<file path="src/rtl/clkdiv_cal_pkg.sv">
package clkdiv_cal_pkg;
  typedef enum logic [2:0] {
    ST_IDLE,
    ST_ADV,
    ST_WAIT_ADV,
    ST_SAMPLE,
    ST_RET,
    ST_WAIT_RET,
    ST_NEXT,
    ST_DONE
  } cal_state_t;
endpackage

</file>
<file path="src/rtl/clkdiv_cal_timer.sv">
module clkdiv_cal_timer #(
  parameter int SETTLE_CYC = 3
) (
  input  logic clk,
  input  logic rst_n,
  input  logic load_i,
  output logic expired_o
);
  localparam int TW = $clog2(SETTLE_CYC + 1) + 1;

  logic [TW-1:0] cnt;

  always_ff @(posedge clk) begin
    if (!rst_n) begin
      cnt <= '0;
    end else if (load_i) begin
      cnt <= TW'(SETTLE_CYC);
    end else if (cnt != '0) begin
      cnt <= cnt - 1'b1;
    end
  end

  assign expired_o = (cnt == '0);

  // a new step must never restart a settle window still running
  p_no_early_load_r3: assert property (@(posedge clk) disable iff (!rst_n)
    load_i |-> expired_o);

  // the loaded window always begins counting down
  p_window_opens_r3: assert property (@(posedge clk) disable iff (!rst_n)
    load_i |=> !expired_o);
endmodule

</file>
<file path="src/rtl/clkdiv_cal_sel_bank.sv">
module clkdiv_cal_sel_bank #(
  parameter int NUM_LANES = 4,
  parameter int LANE_W    = 2
) (
  input  logic                 clk,
  input  logic                 rst_n,
  input  logic                 clr_i,
  input  logic                 wr_i,
  input  logic [LANE_W-1:0]    wr_lane_i,
  input  logic                 wr_val_i,
  output logic [NUM_LANES-1:0] sel_o
);
  for (genvar g = 0; g < NUM_LANES; g++) begin : g_lane
    always_ff @(posedge clk) begin
      if (!rst_n || clr_i) begin
        sel_o[g] <= 1'b0;
      end else if (wr_i && (wr_lane_i == LANE_W'(g))) begin
        sel_o[g] <= wr_val_i;
      end
    end
  end

  // a start clears every lane's select
  p_clear_all_r8: assert property (@(posedge clk) disable iff (!rst_n)
    clr_i |=> (sel_o == '0));

  // without a write, the selects hold
  p_hold_r8: assert property (@(posedge clk) disable iff (!rst_n)
    (!clr_i && !wr_i) |=> $stable(sel_o));
endmodule

</file>
<file path="src/rtl/clkdiv_phase_cal.sv">
module clkdiv_phase_cal #(
  parameter int NUM_LANES  = 4,
  parameter int MAX_STEPS  = 6,
  parameter int SETTLE_CYC = 3
) (
  input  logic                         clk,
  input  logic                         rst_n,
  input  logic                         start_i,
  input  logic                         xfer_ok_i,
  output logic                         phase_step_o,
  output logic                         phase_dir_o,
  output logic [$clog2(NUM_LANES)-1:0] lane_sel_o,
  output logic [NUM_LANES-1:0]         inv_sel_o,
  output logic                         done_o
);
  import clkdiv_cal_pkg::*;

  localparam int LANE_W = $clog2(NUM_LANES);
  localparam int CNT_W  = $clog2(MAX_STEPS + 1);
  localparam logic [LANE_W-1:0] LAST_LANE = LANE_W'(NUM_LANES - 1);
  localparam logic [CNT_W-1:0]  STEP_CAP  = CNT_W'(MAX_STEPS);

  cal_state_t        state;
  logic [LANE_W-1:0] lane;
  logic              pol;
  logic [CNT_W-1:0]  adv_cnt;
  logic [CNT_W-1:0]  margin;
  logic [CNT_W-1:0]  margin_p0;
  logic              settled;
  logic              sel_clr;
  logic              sel_wr;
  logic              sel_val;

  always_ff @(posedge clk) begin
    if (!rst_n) begin
      state     <= ST_IDLE;
      lane      <= '0;
      pol       <= 1'b0;
      adv_cnt   <= '0;
      margin    <= '0;
      margin_p0 <= '0;
    end else begin
      case (state)
        ST_IDLE: if (start_i) begin
          lane    <= '0;
          pol     <= 1'b0;
          adv_cnt <= '0;
          margin  <= '0;
          state   <= ST_ADV;
        end
        ST_ADV: begin
          adv_cnt <= adv_cnt + 1'b1;
          state   <= ST_WAIT_ADV;
        end
        ST_WAIT_ADV: if (settled) state <= ST_SAMPLE;
        ST_SAMPLE: begin
          if (xfer_ok_i) begin
            margin <= margin + 1'b1;
            state  <= (margin + 1'b1 == STEP_CAP) ? ST_RET : ST_ADV;
          end else begin
            state  <= ST_RET;
          end
        end
        ST_RET: begin
          adv_cnt <= adv_cnt - 1'b1;
          state   <= ST_WAIT_RET;
        end
        ST_WAIT_RET: if (settled) state <= (adv_cnt == '0) ? ST_NEXT : ST_RET;
        ST_NEXT: begin
          margin <= '0;
          if (!pol) begin
            margin_p0 <= margin;
            pol       <= 1'b1;
            state     <= ST_ADV;
          end else begin
            pol <= 1'b0;
            if (lane == LAST_LANE) begin
              state <= ST_DONE;
            end else begin
              lane  <= lane + 1'b1;
              state <= ST_ADV;
            end
          end
        end
        ST_DONE: state <= ST_IDLE;
        default: state <= ST_IDLE;
      endcase
    end
  end

  assign sel_clr = (state == ST_IDLE) && start_i;
  assign sel_wr  = (state == ST_NEXT);
  assign sel_val = !pol || (margin > margin_p0);

  clkdiv_cal_timer #(.SETTLE_CYC(SETTLE_CYC)) u_timer (
    .clk       (clk),
    .rst_n     (rst_n),
    .load_i    (phase_step_o),
    .expired_o (settled)
  );

  clkdiv_cal_sel_bank #(.NUM_LANES(NUM_LANES), .LANE_W(LANE_W)) u_sel (
    .clk       (clk),
    .rst_n     (rst_n),
    .clr_i     (sel_clr),
    .wr_i      (sel_wr),
    .wr_lane_i (lane),
    .wr_val_i  (sel_val),
    .sel_o     (inv_sel_o)
  );

  assign phase_step_o = (state == ST_ADV) || (state == ST_RET);
  assign phase_dir_o  = (state == ST_ADV);
  assign lane_sel_o   = lane;
  assign done_o       = (state == ST_DONE);

  p_done_single_r8: assert property (@(posedge clk) disable iff (!rst_n)
    done_o |=> !done_o);

  p_step_pulse_r2: assert property (@(posedge clk) disable iff (!rst_n)
    phase_step_o |=> !phase_step_o);

  p_adv_bound_r4: assert property (@(posedge clk) disable iff (!rst_n)
    adv_cnt <= STEP_CAP);

  p_restored_r6: assert property (@(posedge clk) disable iff (!rst_n)
    (state == ST_NEXT) |-> (adv_cnt == '0));

  p_lane_hold_r1: assert property (@(posedge clk) disable iff (!rst_n)
    (state == ST_WAIT_ADV || state == ST_WAIT_RET) |-> $stable(lane_sel_o));

  p_busy_ignore_r9: assert property (@(posedge clk) disable iff (!rst_n)
    (state != ST_IDLE && state != ST_DONE) |=> (state != ST_IDLE));
endmodule

</file>
<file path="config.mk">
export PLATFORM = sky130hd
export DESIGN_NAME = clkdiv_phase_cal
export DESIGN_NICKNAME = d
export VERILOG_FILES = /design/src/rtl/clkdiv_cal_pkg.sv /design/src/rtl/clkdiv_cal_timer.sv /design/src/rtl/clkdiv_cal_sel_bank.sv /design/src/rtl/clkdiv_phase_cal.sv
export SDC_FILE = /design/constraint.sdc
export NUM_CORES = 1
export LEC_CHECK = 0
export BUFFER_PORTS_ARGS = -buffer_cell sky130_fd_sc_hd__buf_2
export CAP_MARGIN = 20
export CORE_MARGIN = 2
export CORE_UTILIZATION = 58
export CTS_CLUSTER_SIZE = 14
export DETAILED_ROUTE_END_ITERATION = 10
export PLACE_DENSITY_LB_ADDON = 0.12
export RECOVER_POWER = 50
export SYNTH_ARGS = -nofsm -noshare
export SYNTH_HDL_FRONTEND = slang
export SYNTH_SLANG_ARGS = --single-unit
</file>
<file path="constraint.sdc">
create_clock -name clk -period 2.3 [get_ports clk]
set_input_delay 0.23 -clock clk [delete_from_list [all_inputs] [get_ports clk]]
set_output_delay 0.23 -clock clk [all_outputs]
set_load 0.01 [all_outputs]
</file>
======== After elaboration in Yosys (flattened, before gate mapping) ========
Index checks and enable logic that the tools add are counted.
word-level totals
  flip-flop bits (word level) ............. 22
  bits in latches ......................... 0
  bits in writable memories ............... 0
  bits in read-only memories .............. 0
  input bits .............................. 4
  output and inout bits ................... 9
  logic and storage cells ................. 85
  memories ................................ 0
operators by class
  $add $sub $neg .......................... 5
  multipliers ............................. 0
  divide/modulo/power cells ............... 0
  order comparisons ....................... 1
  equality and inequality tests ........... 17
  shift operators ......................... 0
  muxes and demuxes ....................... 22
  bitwise logic cells ..................... 2
  reductions and logical operators ........ 26
operators with widths
  operator             number
  $mux 3               9
  $pmux 3 s8           1
  $pmux 3 s3           2
  $eq 3x3->1 const B   5
  $mux 2               6
  $ne 2x2->1 const B   6
  $logic_not 3->1      3
  $reduce_bool 3->1    3
  $add 3x1->3 const B  2
  $eq 3x2->1 const B   2
  $reduce_and 2->1     3
  $reduce_and 3->1     2
  $sub 3x1->3 const B  2
  $logic_and 1x1->1    5
  $eq 2x2->1 const B   2
  $pmux 2 s2           1
  $reduce_and 4->1     1
  $reduce_bool 2->1    2
  $eq 3x1->1 const B   1
  $gt 3x3->1           1
  $logic_or 1x1->1     3
  $add 2x1->2 const B  1
  $eq 2x1->1 const B   1
  $logic_not 1->1      2
  5 further kinds      7

======== Longest topological paths before layout ========
  depth in word-level cells ............... 5
  gate-level depth with buffers ........... 8

======== Cells and area by module ========
A second synthesis with hierarchy kept.
second synthesis, totals
  cells, all modules ...................... 157
  area, all modules ....................... 1,431.4 µm²
modules (own cells, without submodules)
  module               instances  cells each  area an instance (µm²)  seq. area each (µm²)
  clkdiv_phase_cal     1          122         1,049.8                 300.3
  clkdiv_cal_sel_bank  1          17          202.7                   80.1
  clkdiv_cal_timer     1          18          178.9                   60.1

======== Least setup slack after synthesis ========
OpenSTA, ideal clock, no wires.
  path type ............................... reg2reg
  start point ............................. reg state[1]
  end point ............................... reg adv_cnt[1]
  library setup time ...................... 0.115 ns
  data arrival time ....................... 1.732 ns
  required time ........................... 2.185 ns
  slack ................................... 0.454 ns
  stages on the path, launching flop included .. 8
  buffers on the path ..................... 2
  clock period less this slack ............ 1.846 ns
  path through ............................ dfxtp_1 > buf_4 > buf_4 > nor3_1 > fa_1 > a311oi_1 > a21oi_1 > o21a_1
on the way
  longest elaborated chain between the ends .. 3
  elaborated cells between the ends (all ways) .. 7
  classes of those cells .................. eq/ne: 3; mux: 1; reduce/logical: 3
ends and longest elaborated chain
  item                                                                     RTL line                RTL
  start, declared                                                          clkdiv_phase_cal.sv:23  cal_state_t state;
  start signal, assigned                                                   clkdiv_phase_cal.sv:59  state <= (margin + 1'b1 == STEP_CAP) ? ST_RET : ST_ADV;
  start signal, assigned                                                   clkdiv_phase_cal.sv:68  ST_WAIT_RET: if (settled) state <= (adv_cnt == '0) ? ST_NEXT : ST_RET;
  $eq 3x1->1 (tied with other cells)                                       clkdiv_phase_cal.sv:43  case (state)
  $reduce_bool 3->1 (no source line) / $ne 2x2->1 (equally long branches)  -
  $reduce_and 2->1 (no source line)                                        -
  end signal, assigned                                                     clkdiv_phase_cal.sv:52  adv_cnt <= adv_cnt + 1'b1;
  end signal, assigned                                                     clkdiv_phase_cal.sv:65  adv_cnt <= adv_cnt - 1'b1;
  end, declared                                                            clkdiv_phase_cal.sv:26  logic [CNT_W-1:0] adv_cnt;
Several ways; a longest one is shown, not always the timed one.
A chain may end at the register's enable or synchronous reset.

======== Final worst setup path ========
  start point ............................. reg state[2]
  end point ............................... reg adv_cnt[1]
Same word-level chain as after synthesis.

==> metrics.log <==
INFO  metric synth-edff-count = 0
INFO  metric xor_and_xnor_area_share_after_synthesis = 0.0238
INFO  metric maxSlewHeadroom = 0.684
INFO  metric antenna_found_initial = 0
INFO  metric synth_top_flop_cell = dfxtp_1
INFO  metric fmax = 565 MHz
INFO  metric syn_nets = 199
INFO  metric maxUsedRoutingLayer = met4
INFO  metric final_nets = 207
INFO  metric die_h = 54.4 um
INFO  metric timing.max_cap.violations = 0
INFO  metric antennaDiodeCount = 0
INFO  metric hold_violations = 0
INFO  metric floorplan.io_pins = 13
INFO  metric met1_length = 1390 um
INFO  metric ys_async_sr_fraction = 0
INFO  metric outcome = finished clean
INFO  metric synth.cell_area = 0.00147 sq mm
INFO  metric clock_tree_from_tritoncts = done
INFO  metric fillerInstances = 223
INFO  metric groute.usage.overall = 0.210
INFO  metric synth_fa_ha_area_frac = 0.107
INFO  metric timing.critical_path.slowest_stage_cell = fa_1
INFO  metric detailed_route_via_count = 1282
INFO  metric drt_pass1_iterations = 4
INFO  metric worst-endpoint-required = 2.52 ns
INFO  metric cts.clk_slew.worst_paths = 0.13 ns
INFO  metric rows = 18
INFO  metric critical_path.endpoint = adv_cnt[1]$_SDFFE_PN0P_
INFO  metric yosys_register_bits = 22
INFO  metric cts.htree.levels = 1
INFO  metric critical_path.top_delay_family = adder cells
INFO  metric peakVddDrop = 471 uV
INFO  metric maximum_root_to_sink_buffer_count = 2
INFO  metric antenna_violating_nets_post_route = 0
INFO  metric detail_route.drc_violations = 0
INFO  metric worst_slew_pin_slew = 0.469 ns
INFO  metric final-max-slew-violation-count = 0
INFO  metric final.hold.worst_slack = 0.294 ns
INFO  metric worst_setup_path_end_kind = flop
INFO  metric worstRegToRegCells = 7
INFO  metric post_synth_num_cell_types = 45
INFO  metric critPathMaxFanout = 6
INFO  metric clock_latency = 0.31 ns
INFO  metric vias_per_cell = 5.83
INFO  metric least_setup_slack_across_all_paths_after_layout = 0.530 ns
INFO  metric chipWidth = 54.4 um
INFO  metric setup_repair_after_global_routing_missed_its_margin = false
INFO  metric critical_path.startpoint_type = flop
INFO  metric post-route-period-util = 0.770
INFO  metric p_leak = 0.605 nW
INFO  metric cp_data_arrival_time = 1.99 ns
INFO  metric worst-r2r-setup-slack = 0.53 ns
INFO  metric pwr_density_cell = 643 mW/mm^2
INFO  metric grt_pass1_wl = 4590 um
INFO  metric post_synth.cell_area_avg = 8.04 sq um
INFO  metric regToRegEndpoint = adv_cnt[1]$_SDFFE_PN0P_
INFO  metric placedCellCount = 216
INFO  metric clock-root-buffer = clkbuf_4
INFO  metric drt_iter0_markers = 18
INFO  metric timing.critical_path.cells = inv_1 > nor3_1 > fa_1 > nor3b_1 > a21oi_1 > a21oi_1 > o21a_1
INFO  metric first_global_vias = 1122
INFO  metric worst_path_most_repeated_cell = a21oi_1
INFO  metric final.min_clock_period = 1.77 ns
INFO  metric layout-area-overhead-vs-synth = 5.10%
INFO  metric detail_route.wl_per_cell = 13.3 um
INFO  metric cts.sink_count = 22
INFO  metric stdcell_count = 220
INFO  metric dp.final_hpwl = 2070 um
INFO  metric synth.yosys.seq_area_share = 0.299
INFO  metric grt_start_max_net_pins = 29
INFO  metric place.port_buffers = 12
INFO  metric total_negative_setup_slacks = 0 ns
INFO  metric postCtsSetupBuffers = 0
INFO  metric gp_congestion = 0.817
INFO  metric simple_gate_fraction_of_synth_area = 0.266
INFO  metric postCtsResizedCells = 0
INFO  metric met3_length = 134 um
INFO  metric synth_cells = 183
INFO  metric postRouteWirelength = 2930 um
INFO  metric largest_family_of_logic_cells_by_synthesized_area = simple AND/OR/NAND/NOR gates
INFO  metric critical_path.n_buffers_inverters = 1
INFO  metric drive_gt1_frac = 0.0789
INFO  metric cts-hold-fix-buffers = 0
INFO  metric cts_inserted_buffers = 3
INFO  metric core_area = 0.00243 sq mm
INFO  metric final_area = 0.00155 sq mm
INFO  metric synthMuxAreaShare = 0.0136
INFO  metric cp_num_cells = 7
INFO  metric hold_path.startpoint = xfer_ok_i
INFO  metric met2_routed_wl = 1360 um
INFO  metric pre_cts_ws = 0.543 ns
INFO  metric hold_path.class = input pin to flop
INFO  metric gr-total-overflow = 0
INFO  metric beginning_of_the_critical_path = state[2]$_SDFFE_PN0P_
INFO  metric startpoint_of_the_worst_register_to_register_path = state[2]$_SDFFE_PN0P_
INFO  metric critPathKind = flop to flop
INFO  metric clock_skew = 0.00676 ns
INFO  metric slowest_delay = 0.46 ns
INFO  metric setup_violations = 0
INFO  metric complex_gate_fraction_of_the_synthesized_area = 0.216
INFO  metric ys.warnings.count = 0
INFO  metric die_area = 0.00296 sq mm
INFO  metric layout_commonest_cell = dfxtp_1
INFO  metric most-common-layout-cells = dfxtp_1, nor2_1, nand2_1, o21ai_0, ha_1
INFO  metric post_place_cell_area = 0.00152 sq mm
INFO  metric initial_core_utilization = 0.605
tightest hold or removal path: stages:
cell	delay, ns
buf_2	0.12
nand4_1	0.08
a21oi_1	0.06
nor2_1	0.09
power by group:
group	leakage (nW)	switching (W)	internal, W
clock network	0.0210	0.000123	0.0000967
logic	0.405	0.000201	0.000140
registers	0.178	0.0000198	0.000415
Yosys cell counts (all sizes together) (3+ instances only):
library cell	number	area share
nand4	3	0.013
o21a	5	0.026
nand3	9	0.031
nor2b	5	0.021
o31ai	5	0.026
ha	11	0.094
nand2	14	0.036
o21ai	11	0.037
nand2b	3	0.013
clkbuf	4	0.010
inv	10	0.026
a21boi	7	0.036
buf	8	0.038
a21oi	11	0.043
dfxtp	22	0.30
nor3b	5	0.026
nor3	3	0.010
nor2	17	0.043
sequential cells by signal, indices dropped and copies added, names as in the netlist:
register / count
adv_cnt: 3
lane_sel_o: 2
margin: 3
u_timer.cnt: 3
u_sel.sel_o: 4
margin_p0: 3
state: 3
pol: 1
per-stage QoR:
step	power, W	utilization
floorplan	0.000737	-
global placement	0.000764	0.625
detailed placement	0.000786	0.625
CTS	0.00100	0.640
global route	0.00106	0.636
finish	0.000995	0.636
how the worst min path moves through the flow:
stage	endpoint	slack (ns)	depth (start not counted)
after floorplan	margin_p0[1]$_SDFFE_PN0P_	0.46	2
after global placement	u_sel.sel_o[2]$_SDFFE_PP0P_	0.45	2
after detailed placement	u_sel.sel_o[2]$_SDFFE_PP0P_	0.46	2
after CTS	margin[0]$_SDFFE_PN0P_	0.29	4
after global routing	margin[0]$_SDFFE_PN0P_	0.29	4
final	margin[0]$_SDFFE_PN0P_	0.29	4
logic make-up (layout without fill, tap and decap cells):
kind of cell,count (synthesis),after routing
fa+ha+maj,12,12
flops,22,22
xor+xnor,4,4
mux,2,2
buf+inv,22,29
simple gates,73,73
compound gates,48,48
per-layer routing:
layer	GRT usage	up-vias
met5	0	-
met4	0.0542	0
met3	0.0628	8
met2	0.373	27
met1	0.243	590
li1	-	657
layout make-up:
type / instances / area, sq um / area share
Timing Repair Buffer: 15 / 75.1 / 0.0485
Tap cell: 30 / 37.5 / 0.0243
Sequential cell: 22 / 440 / 0.285
Multi-Input combinational cell: 139 / 920 / 0.595
Inverter: 10 / 37.5 / 0.0243
Clock buffer: 4 / 36.3 / 0.0235
Power figures use the tool's default switching activity.
